===== config.mk =====
export PLATFORM = sky130hd
export DESIGN_NAME = tone_reorder_buf
export DESIGN_NICKNAME = d
export VERILOG_FILES = /design/src/rtl/tone_rob_pkg.sv /design/src/rtl/tone_rob_store.sv /design/src/rtl/tone_rob_head.sv /design/src/rtl/tone_rob_admit.sv /design/src/rtl/tone_reorder_buf.sv
export SDC_FILE = /design/constraint.sdc
export NUM_CORES = 2
export LEC_CHECK = 0
export BUFFER_PORTS_ARGS = -buffer_cell sky130_fd_sc_hd__buf_2
export CAP_MARGIN = 20
export CORE_MARGIN = 5
export CORE_UTILIZATION = 60
export CTS_CLUSTER_DIAMETER = 50
export DETAILED_ROUTE_END_ITERATION = 16
export HOLD_SLACK_MARGIN = 0.02
export PLACE_DENSITY = 0.85
export SLEW_MARGIN = 15
export SYNTH_ARGS = -nofsm -noshare
export SYNTH_HDL_FRONTEND = slang
export SYNTH_MEMORY_MAX_BITS = 65536
export SYNTH_SLANG_ARGS = --single-unit

===== constraint.sdc =====
create_clock -name clk -period 21.1 [get_ports clk]
set_clock_uncertainty 0.05 [all_clocks]
set_input_delay 6.33 -clock clk [delete_from_list [all_inputs] [get_ports clk]]
set_output_delay 6.33 -clock clk [all_outputs]
set_load 0.005 [all_outputs]

===== src/rtl/tone_rob_pkg.sv =====
package tone_rob_pkg;

    typedef enum logic {
        SLOT_FREE = 1'b0,
        SLOT_HELD = 1'b1
    } slot_state_e;

    function automatic bit is_pow2(input int unsigned v);
        return (v != 0) && ((v & (v - 1)) == 0);
    endfunction

    function automatic int unsigned mat_word_bits(input int unsigned dim,
                                                  input int unsigned elem_w);
        // real and imaginary part per element
        return dim * dim * 2 * elem_w;
    endfunction

endpackage


===== src/rtl/tone_rob_store.sv =====
module tone_rob_store
    import tone_rob_pkg::*;
#(
    parameter int unsigned DEPTH  = 16,
    parameter int unsigned DATA_W = 256,
    parameter int unsigned IDX_W  = $clog2(DEPTH)
) (
    input  logic              clk,
    input  logic              rst,
    input  logic              wr_en,
    input  logic [IDX_W-1:0]  wr_idx,
    input  logic [DATA_W-1:0] wr_data,
    output logic              wr_held,
    input  logic              clr_en,
    input  logic [IDX_W-1:0]  hd_idx,
    output logic              hd_held,
    output logic [DATA_W-1:0] hd_data
);

    slot_state_e       state [DEPTH];
    logic [DATA_W-1:0] mem   [DEPTH];

    for (genvar g = 0; g < DEPTH; g++) begin : g_slot
        localparam logic [IDX_W-1:0] MY_IDX = IDX_W'(g);

        always_ff @(posedge clk) begin
            if (rst) begin
                state[g] <= SLOT_FREE;
            end else if (wr_en && wr_idx == MY_IDX) begin
                state[g] <= SLOT_HELD;
            end else if (clr_en && hd_idx == MY_IDX) begin
                state[g] <= SLOT_FREE;
            end
        end

        always_ff @(posedge clk) begin
            if (wr_en && wr_idx == MY_IDX) begin
                mem[g] <= wr_data;
            end
        end
    end

    assign wr_held = (state[wr_idx] == SLOT_HELD);
    assign hd_held = (state[hd_idx] == SLOT_HELD);
    assign hd_data = mem[hd_idx];

endmodule


===== src/rtl/tone_rob_head.sv =====
module tone_rob_head #(
    parameter int unsigned TAG_W = 8
) (
    input  logic             clk,
    input  logic             rst,
    input  logic             advance,
    output logic [TAG_W-1:0] head_tag
);

    always_ff @(posedge clk) begin
        if (rst) begin
            head_tag <= '0;
        end else if (advance) begin
            head_tag <= head_tag + 1'b1;
        end
    end

endmodule


===== src/rtl/tone_rob_admit.sv =====
module tone_rob_admit #(
    parameter int unsigned TAG_W = 8,
    parameter int unsigned DEPTH = 16
) (
    input  logic             in_valid,
    input  logic [TAG_W-1:0] in_tag,
    input  logic [TAG_W-1:0] head_tag,
    input  logic             slot_held,
    output logic             in_ready,
    output logic             wr_en,
    output logic             collide
);

    localparam logic [TAG_W:0] WIN_LIMIT = (TAG_W + 1)'(DEPTH);

    logic [TAG_W-1:0] ahead;
    logic             in_win;

    assign ahead    = in_tag - head_tag;
    assign in_win   = ({1'b0, ahead} < WIN_LIMIT);
    assign in_ready = in_win && !slot_held;
    assign wr_en    = in_valid && in_ready;
    assign collide  = in_valid && in_win && slot_held;

endmodule


===== src/rtl/tone_reorder_buf.sv =====
module tone_reorder_buf
    import tone_rob_pkg::*;
#(
    parameter int unsigned DEPTH   = 16,
    parameter int unsigned TAG_W   = 8,
    parameter int unsigned MAT_DIM = 4,
    parameter int unsigned ELEM_W  = 8,
    parameter int unsigned DATA_W  = mat_word_bits(MAT_DIM, ELEM_W)
) (
    input  logic              clk,
    input  logic              rst,
    input  logic              in_valid,
    output logic              in_ready,
    input  logic [TAG_W-1:0]  in_tag,
    input  logic [DATA_W-1:0] in_data,
    output logic              out_valid,
    input  logic              out_ready,
    output logic [TAG_W-1:0]  out_tag,
    output logic [DATA_W-1:0] out_data,
    output logic              err
);

    localparam int unsigned IDX_W = $clog2(DEPTH);

    if (!is_pow2(DEPTH) || DEPTH < 2 || TAG_W <= IDX_W) begin : g_bad_cfg
        $error("tone_reorder_buf: DEPTH must be a power of two >= 2 and below 2**TAG_W");
    end

    logic [TAG_W-1:0] head_tag;
    logic             wr_en;
    logic             wr_held;
    logic             collide;
    logic             hd_held;
    logic             advance;

    tone_rob_head #(.TAG_W(TAG_W)) u_head (
        .clk      (clk),
        .rst      (rst),
        .advance  (advance),
        .head_tag (head_tag)
    );

    tone_rob_admit #(.TAG_W(TAG_W), .DEPTH(DEPTH)) u_admit (
        .in_valid  (in_valid),
        .in_tag    (in_tag),
        .head_tag  (head_tag),
        .slot_held (wr_held),
        .in_ready  (in_ready),
        .wr_en     (wr_en),
        .collide   (collide)
    );

    tone_rob_store #(.DEPTH(DEPTH), .DATA_W(DATA_W), .IDX_W(IDX_W)) u_store (
        .clk     (clk),
        .rst     (rst),
        .wr_en   (wr_en),
        .wr_idx  (in_tag[IDX_W-1:0]),
        .wr_data (in_data),
        .wr_held (wr_held),
        .clr_en  (advance),
        .hd_idx  (head_tag[IDX_W-1:0]),
        .hd_held (hd_held),
        .hd_data (out_data)
    );

    assign out_valid = hd_held;
    assign out_tag   = head_tag;
    assign advance   = hd_held && out_ready;

    always_ff @(posedge clk) begin
        if (rst) begin
            err <= 1'b0;
        end else if (collide) begin
            err <= 1'b1;
        end
    end

endmodule


======== Word-level counts from Yosys, hierarchy flattened ========
Memories as Yosys holds them, arrays and structs flattened. A register that Yosys moved wholly into a read port is not among the register bits.
Index checks and enable logic that the tools add are counted.
word-level totals
  memories ................................ 2
  bits in registers ....................... 9
  memory bits (writable) .................. 4112
  output and inout port bits .............. 267
memories
  memory         depth  width  read ports  clocked after memory_dff  write ports  RTL line              text
  u_store.mem    16     256    1           1                         1            tone_rob_store.sv:21  logic [DATA_W-1:0] mem [DEPTH];
  u_store.state  16     1      2           1                         16           tone_rob_store.sv:20  slot_state_e state [DEPTH];
operators by class
  reduce and logical (&&, ||, !) cells .... 55
  add/subtract/negate cells ............... 2
  eq/ne operators ......................... 30
  mux-type cells .......................... 211
  bitwise logic cells ..................... 32
  $lt $le $gt $ge ......................... 1
operators with widths
  operator                                             count
  2-to-1 mux 256 bit                                   15
  OR reduction 256 bit                                 15
  2-to-1 mux 1 bit                                     177
  2-to-1 mux 4 bit                                     19
  == test 4 bit (second input constant)                16
  logical AND 1 bit                                    37
  == test 4 x 3 -> 1 bit (second input constant)       8
  OR 1 bit                                             32
  == test 4 x 2 -> 1 bit (second input constant)       4
  adder 8 x 1 -> 8 bit (second input constant)         1
  == test 4 x 1 -> 1 bit (second input constant)       2
  logical NOT 4 bit                                    2
  < comparator 8 x 5 -> 1 bit (second input constant)  1
  subtractor 8 bit                                     1
  logical NOT 1 bit                                    1

======== Longest topological paths before layout ========
  depth in word-level cells ............... 23
  mapped depth ............................ 10
  mapped depth without buffers ............ 8

======== Modules after synthesis ========
Synthesis repeated with hierarchy kept, for this count alone.
second synthesis, totals
  cells, all modules ...................... 6444
  area total of the unflattened synthesis .. 154291.7 µm²
by module, submodules not included
  module            area each (µm²)  instances  cells each  seq. area each (µm²)
  tone_rob_store    153599.8         1          6356        123478.4
  tone_rob_head     339.1            1          37          160.2
  tone_rob_admit    316.6            1          48          0.0
  tone_reorder_buf  36.3             1          3           20.0

======== Least setup slack after synthesis ========
OpenSTA, ideal clock, no wires.
  kind .................................... input-to-reg
  start point ............................. input in_tag[0]
  end point ............................... memory u_store.mem[15][0], enable pin
  path buffers ............................ 1
  path slack .............................. 1250 ps
  arrival ................................. 18923 ps
  stages on the path ...................... 7
  required time ........................... 20173 ps
  path through ............................ buf_2 nand2b_1 a2111oi_0 mux2_2 or3_1 or4_1 nor2_1
on the way
  longest elaborated chain between the ends .. 23
RTL lines
  what                                                                                  RTL line                                    text
  from (decl)                                                                           tone_reorder_buf.sv:14                      input logic [TAG_W-1:0] in_tag,
  subtractor 8 bit / memory (16 x 1 bit) (equally long branches)                        -
  < comparator 8 x 5 -> 1 bit / logical NOT 1 bit (equally long branches)               tone_rob_admit.sv:20, tone_rob_admit.sv:21
  logical AND 1 bit                                                                     tone_rob_admit.sv:21                        assign in_ready = in_win && !slot_held;
  logical AND 1 bit                                                                     tone_rob_admit.sv:22                        assign wr_en = in_valid && in_ready;
  logical AND 1 bit                                                                     tone_rob_store.sv:37                        if (wr_en && wr_idx == MY_IDX) begin
  2-to-1 mux 1 bit                                                                      tone_rob_store.sv:37
  2-to-1 mux 1 bit (not written as such)                                                tone_rob_store.sv:38                        mem[g] <= wr_data;
  OR reduction 256 bit (no line)                                                        -
  2-to-1 mux 4 bit (no line) / 2-to-1 mux 1 bit (equally long branches) (15 in series)  -
  to (decl)                                                                             tone_rob_store.sv:21
Parallel ways exist; a longest one is shown, timed or not.

======== Worst setup path after layout ========
  start point ............................. input in_tag[1]
  end point ............................... output in_ready
on the way
  longest elaborated chain between the ends .. 3
RTL lines
  what                                                                     RTL line                                    text
  subtractor 8 bit / memory (16 x 1 bit) (equally long branches)           -
  < comparator 8 x 5 -> 1 bit / logical NOT 1 bit (equally long branches)  tone_rob_admit.sv:20, tone_rob_admit.sv:21
  logical AND 1 bit *                                                      tone_rob_admit.sv:21
  to (decl)                                                                tone_reorder_buf.sv:13                      output logic in_ready,
Every way passes the cells marked *; elsewhere a longest branch is shown, timed or not.

==> impl_metrics.env <==
export IMPL_synth_async_reset_ratio_pct=0
export IMPL_critical_path_max_fanout=47
export IMPL_finalSetupTns_ps=0
export IMPL_rsz0062_at_grt="no"
export IMPL_wirelength_mm=423
export IMPL_status="finished clean"
export IMPL_grt_use_total_pct=30.7
export IMPL_gp_congestion=0.823
export IMPL_pre_cts_ws_ps=5920
export IMPL_synth_cells=6043
export IMPL_fp_row_count=187
export IMPL_crit_type="primary input to output port"
export IMPL_max_stage_delay_ps=470
export IMPL_syn_to_final_growth_pct=13.5
export IMPL_syn_area_um2=156000
export IMPL_cp_slowest_cell="a2111oi_0"
export IMPL_ys_flop_type="edfxtp_1"
export IMPL_die_x_um=519
export IMPL_syn_area_per_cell_um2=25.7
export IMPL_synth_seq_area_share_pct=79.6
export IMPL_cts_buffers=403
export IMPL_max_freq_ghz=0.0653
export IMPL_wl_per_cell_um=39.9
export IMPL_synth_common_cells="edfxtp_1, mux4_2, clkbuf_1, buf_1, buf_2"
export IMPL_max_slew_worst_pin_slew_ps=1340
export IMPL_clk_pin_slew_ps=60
export IMPL_ir_drop_mv=0.131
export IMPL_htree_levels=5
export IMPL_min_delay_path_depth=2
export IMPL_netlist_top_cell_by_area="edfxtp_1"
export IMPL_hold_path_class="register to register"
export IMPL_synth_edf_count=4112
export IMPL_yosysTopAreaCellShare_pct=79.4
export IMPL_ant_nets=0
export IMPL_synth_area_leaders="edfxtp_1, mux4_2, clkbuf_1, mux2i_1, a211oi_1"
export IMPL_drc=0
export IMPL_reg2reg_slack_ps=14350
export IMPL_cts_setup_buffers=0
export IMPL_r2r_start="u_head.head_tag[2]$_SDFFE_PP0P_"
export IMPL_leakage_nw=53.7
export IMPL_cts_sinks=4125
export IMPL_clk_latency_ps=970
export IMPL_worstHoldEndpoint="err$_SDFFE_PP0P_"
export IMPL_ff2ff_path_depth=12
export IMPL_relSlewSlack_pct=10.5
export IMPL_critPathTopFamily="buffers and inverters"
export IMPL_cts_hold_buf=0
export IMPL_synth_most_common_cell="edfxtp_1"
export IMPL_grt_pass1_vias=78067
export IMPL_viasPerCell=7.15
export IMPL_drt_iter0_markers=11382
export IMPL_gr_total_overflow=0
export IMPL_critPathArrivalTime_ps=8940
export IMPL_worstHoldStart="err$_SDFFE_PP0P_"
export IMPL_first_pass_iters=5
export IMPL_yosys_warnings=0
export IMPL_antenna_found_initial=109
export IMPL_period_minus_slack_ps=15320
export IMPL_drive_above_1_share_pct=35.8
export IMPL_powerDensity_nw_per_um2=98.3
export IMPL_die_h_um=519
export IMPL_end_kind="output port"
export IMPL_ys_types=43
export IMPL_fillCellCount=14364
export IMPL_hold_viol_final=0
export IMPL_setup_viol=0
export IMPL_clockBufferDepth=4
export IMPL_cp_cell_sequence="buf_2 -> ha_1 -> a2111oi_0 -> mux2_2 -> nor4_1 -> nand3_2 -> buf_4 -> inv_1 -> buf_2"
export IMPL_crit_top_cell="buf_2"
export IMPL_cp_required_ps=14720
export IMPL_cts_root_buf="clkbuf_16"
export IMPL_grt_max_degree=146
export IMPL_io_pins=535
export IMPL_r2r_end="u_store.mem[5][59]$_DFFE_PP_"
export IMPL_slew_viol_final=0
export IMPL_grt_pass1_wl_mm=587
export IMPL_dp_hpwl_mm=191
export IMPL_critical_path_depth=9
export IMPL_final_net_count=7064
export IMPL_cts_tree="done"
export IMPL_synthesis_nets=6321
export IMPL_ctsResizeCount=0
export IMPL_ys_ff_latch=4125
export IMPL_fin_crit_sh_pct=72.6
export IMPL_fp_coreArea_um2=259000
export IMPL_io_buffers=534
export IMPL_die_area_um2=269000
export IMPL_postLayoutSetupSlackWorst_ps=5780
export IMPL_cp_buffers_inverters=4
export IMPL_initial_utilization_pct=60.1
export IMPL_max_cap_violations=0
export IMPL_vias=75877
export IMPL_critPathLaunchType="primary input"
-- worst register-to-register path, delay by kind of cell (launching register included) --
kind | cells | cell delay (ps)
AOI/OAI and AO/OA | 1 | 460
adders and majority gates | 1 | 280
buffers and inverters | 6 | 3840
DFF | 1 | 460
muxes | 1 | 420
and+or+nand+nor | 3 | 790
-- power breakdown --
part,internal [mW],switching [mW],leakage (nW)
sequential,9.02,0.0121,37.1
combinational,0.351,0.421,9.96
clock,4.28,3.28,6.65
-- sequential cells by signal, indices dropped and copies added, names as in the netlist, named ones only --
signal / flops
err: 1
u_store.state: 16
u_head.head_tag: 8
u_store.mem: 4096
-- cell usage in the layout (no fill, tap or decap), types with 12 or more instances in the layout --
| master | Yosys | routed |
|---|---|---|
| edfxtp_1 | 4112 | 4112 |
| mux4_2 | 1246 | 1246 |
| buf_2 | 63 | 534 |
| clkbuf_16 | 0 | 406 |
| buf_4 | 0 | 90 |
| clkinv_1 | 0 | 76 |
| diode_2 | 0 | 74 |
| clkinv_2 | 0 | 72 |
| clkbuf_1 | 187 | 59 |
| bufinv_16 | 0 | 57 |
| nor2b_1 | 48 | 48 |
| mux2i_1 | 46 | 46 |
| a21oi_1 | 46 | 46 |
| a211oi_1 | 44 | 44 |
| buf_12 | 0 | 30 |
| clkinvlp_4 | 0 | 25 |
| a31oi_1 | 17 | 17 |
| clkinv_4 | 0 | 16 |
| nand2_1 | 13 | 13 |
| nor2_1 | 25 | 13 |
| inv_6 | 0 | 13 |
| nor2_4 | 0 | 12 |
-- how the worst max path moves through the flow --
| stage | from | end | slack [ps] |
|---|---|---|---|
| global placement | in_tag[1] | in_ready | 5840 |
| CTS | in_tag[1] | in_ready | 5890 |
| finish | in_tag[1] | in_ready | 5780 |
| floorplan | in_tag[0] | u_store.mem[15][0]$_DFFE_PP_ | 1250 |
| global route | in_tag[1] | in_ready | 5700 |
| detailed placement | in_tag[1] | in_ready | 5920 |
-- metrics by stage --
step / std cells / hold WS, ps / util, % / power, mW / cell area [µm²]
finish: 10607 / 476 / 68.2 / 17.4 / 177000
global route: 10564 / 507 / 68.2 / 17.8 / 176000
CTS: 10530 / 462 / 68.1 / 17.4 / 176000
detailed placement: 9780 / 448 / 62.8 / 9.95 / 163000
global placement: 9777 / 415 / 62.8 / 9.91 / 162000
floorplan: 6043 / 415 / - / 9.68 / 156000
-- area by class of cell --
| class | count | area [µm²] | share of cell area (%) |
|---|---|---|---|
| well taps | 3402 | 4260 | 2.41 |
| multi-input cells | 1590 | 30600 | 17.3 |
| repair buffers | 658 | 4040 | 2.29 |
| clock buffers | 465 | 10400 | 5.88 |
| clock inverters | 285 | 3360 | 1.90 |
| diodes | 74 | 185 | 0.105 |
| inverters | 8 | 30.0 | 0.0170 |
| flip-flops and latches | 4125 | 124000 | 70.1 |
-- metal layers --
layer  part of all wire, %  routed length, µm  up-vias  track usage (%)
li1                      -                  -    28085                -
met1                    32             135000    40143             38.8
met2                    52             221000     6454             52.1
met3                    11              45400     1141             6.55
met4                   4.9              20900       54             13.2
met5                 0.086                362        -                0
-- cell families after synthesis --
| family | count (synthesis) | share of synthesized area [%] |
|---|---|---|
| adder cells (fa/ha/maj) | 10 | 0.0805 |
| flip-flops | 4125 | 79.6 |
| AO/OA/AOI/OAI | 135 | 0.545 |
| XOR/XNOR | 10 | 0.0563 |
| buffers and inverters | 328 | 0.857 |
| AND/OR/NAND/NOR | 141 | 0.537 |
| multiplexers | 1294 | 18.4 |
(Power assumes the default switching activity.)
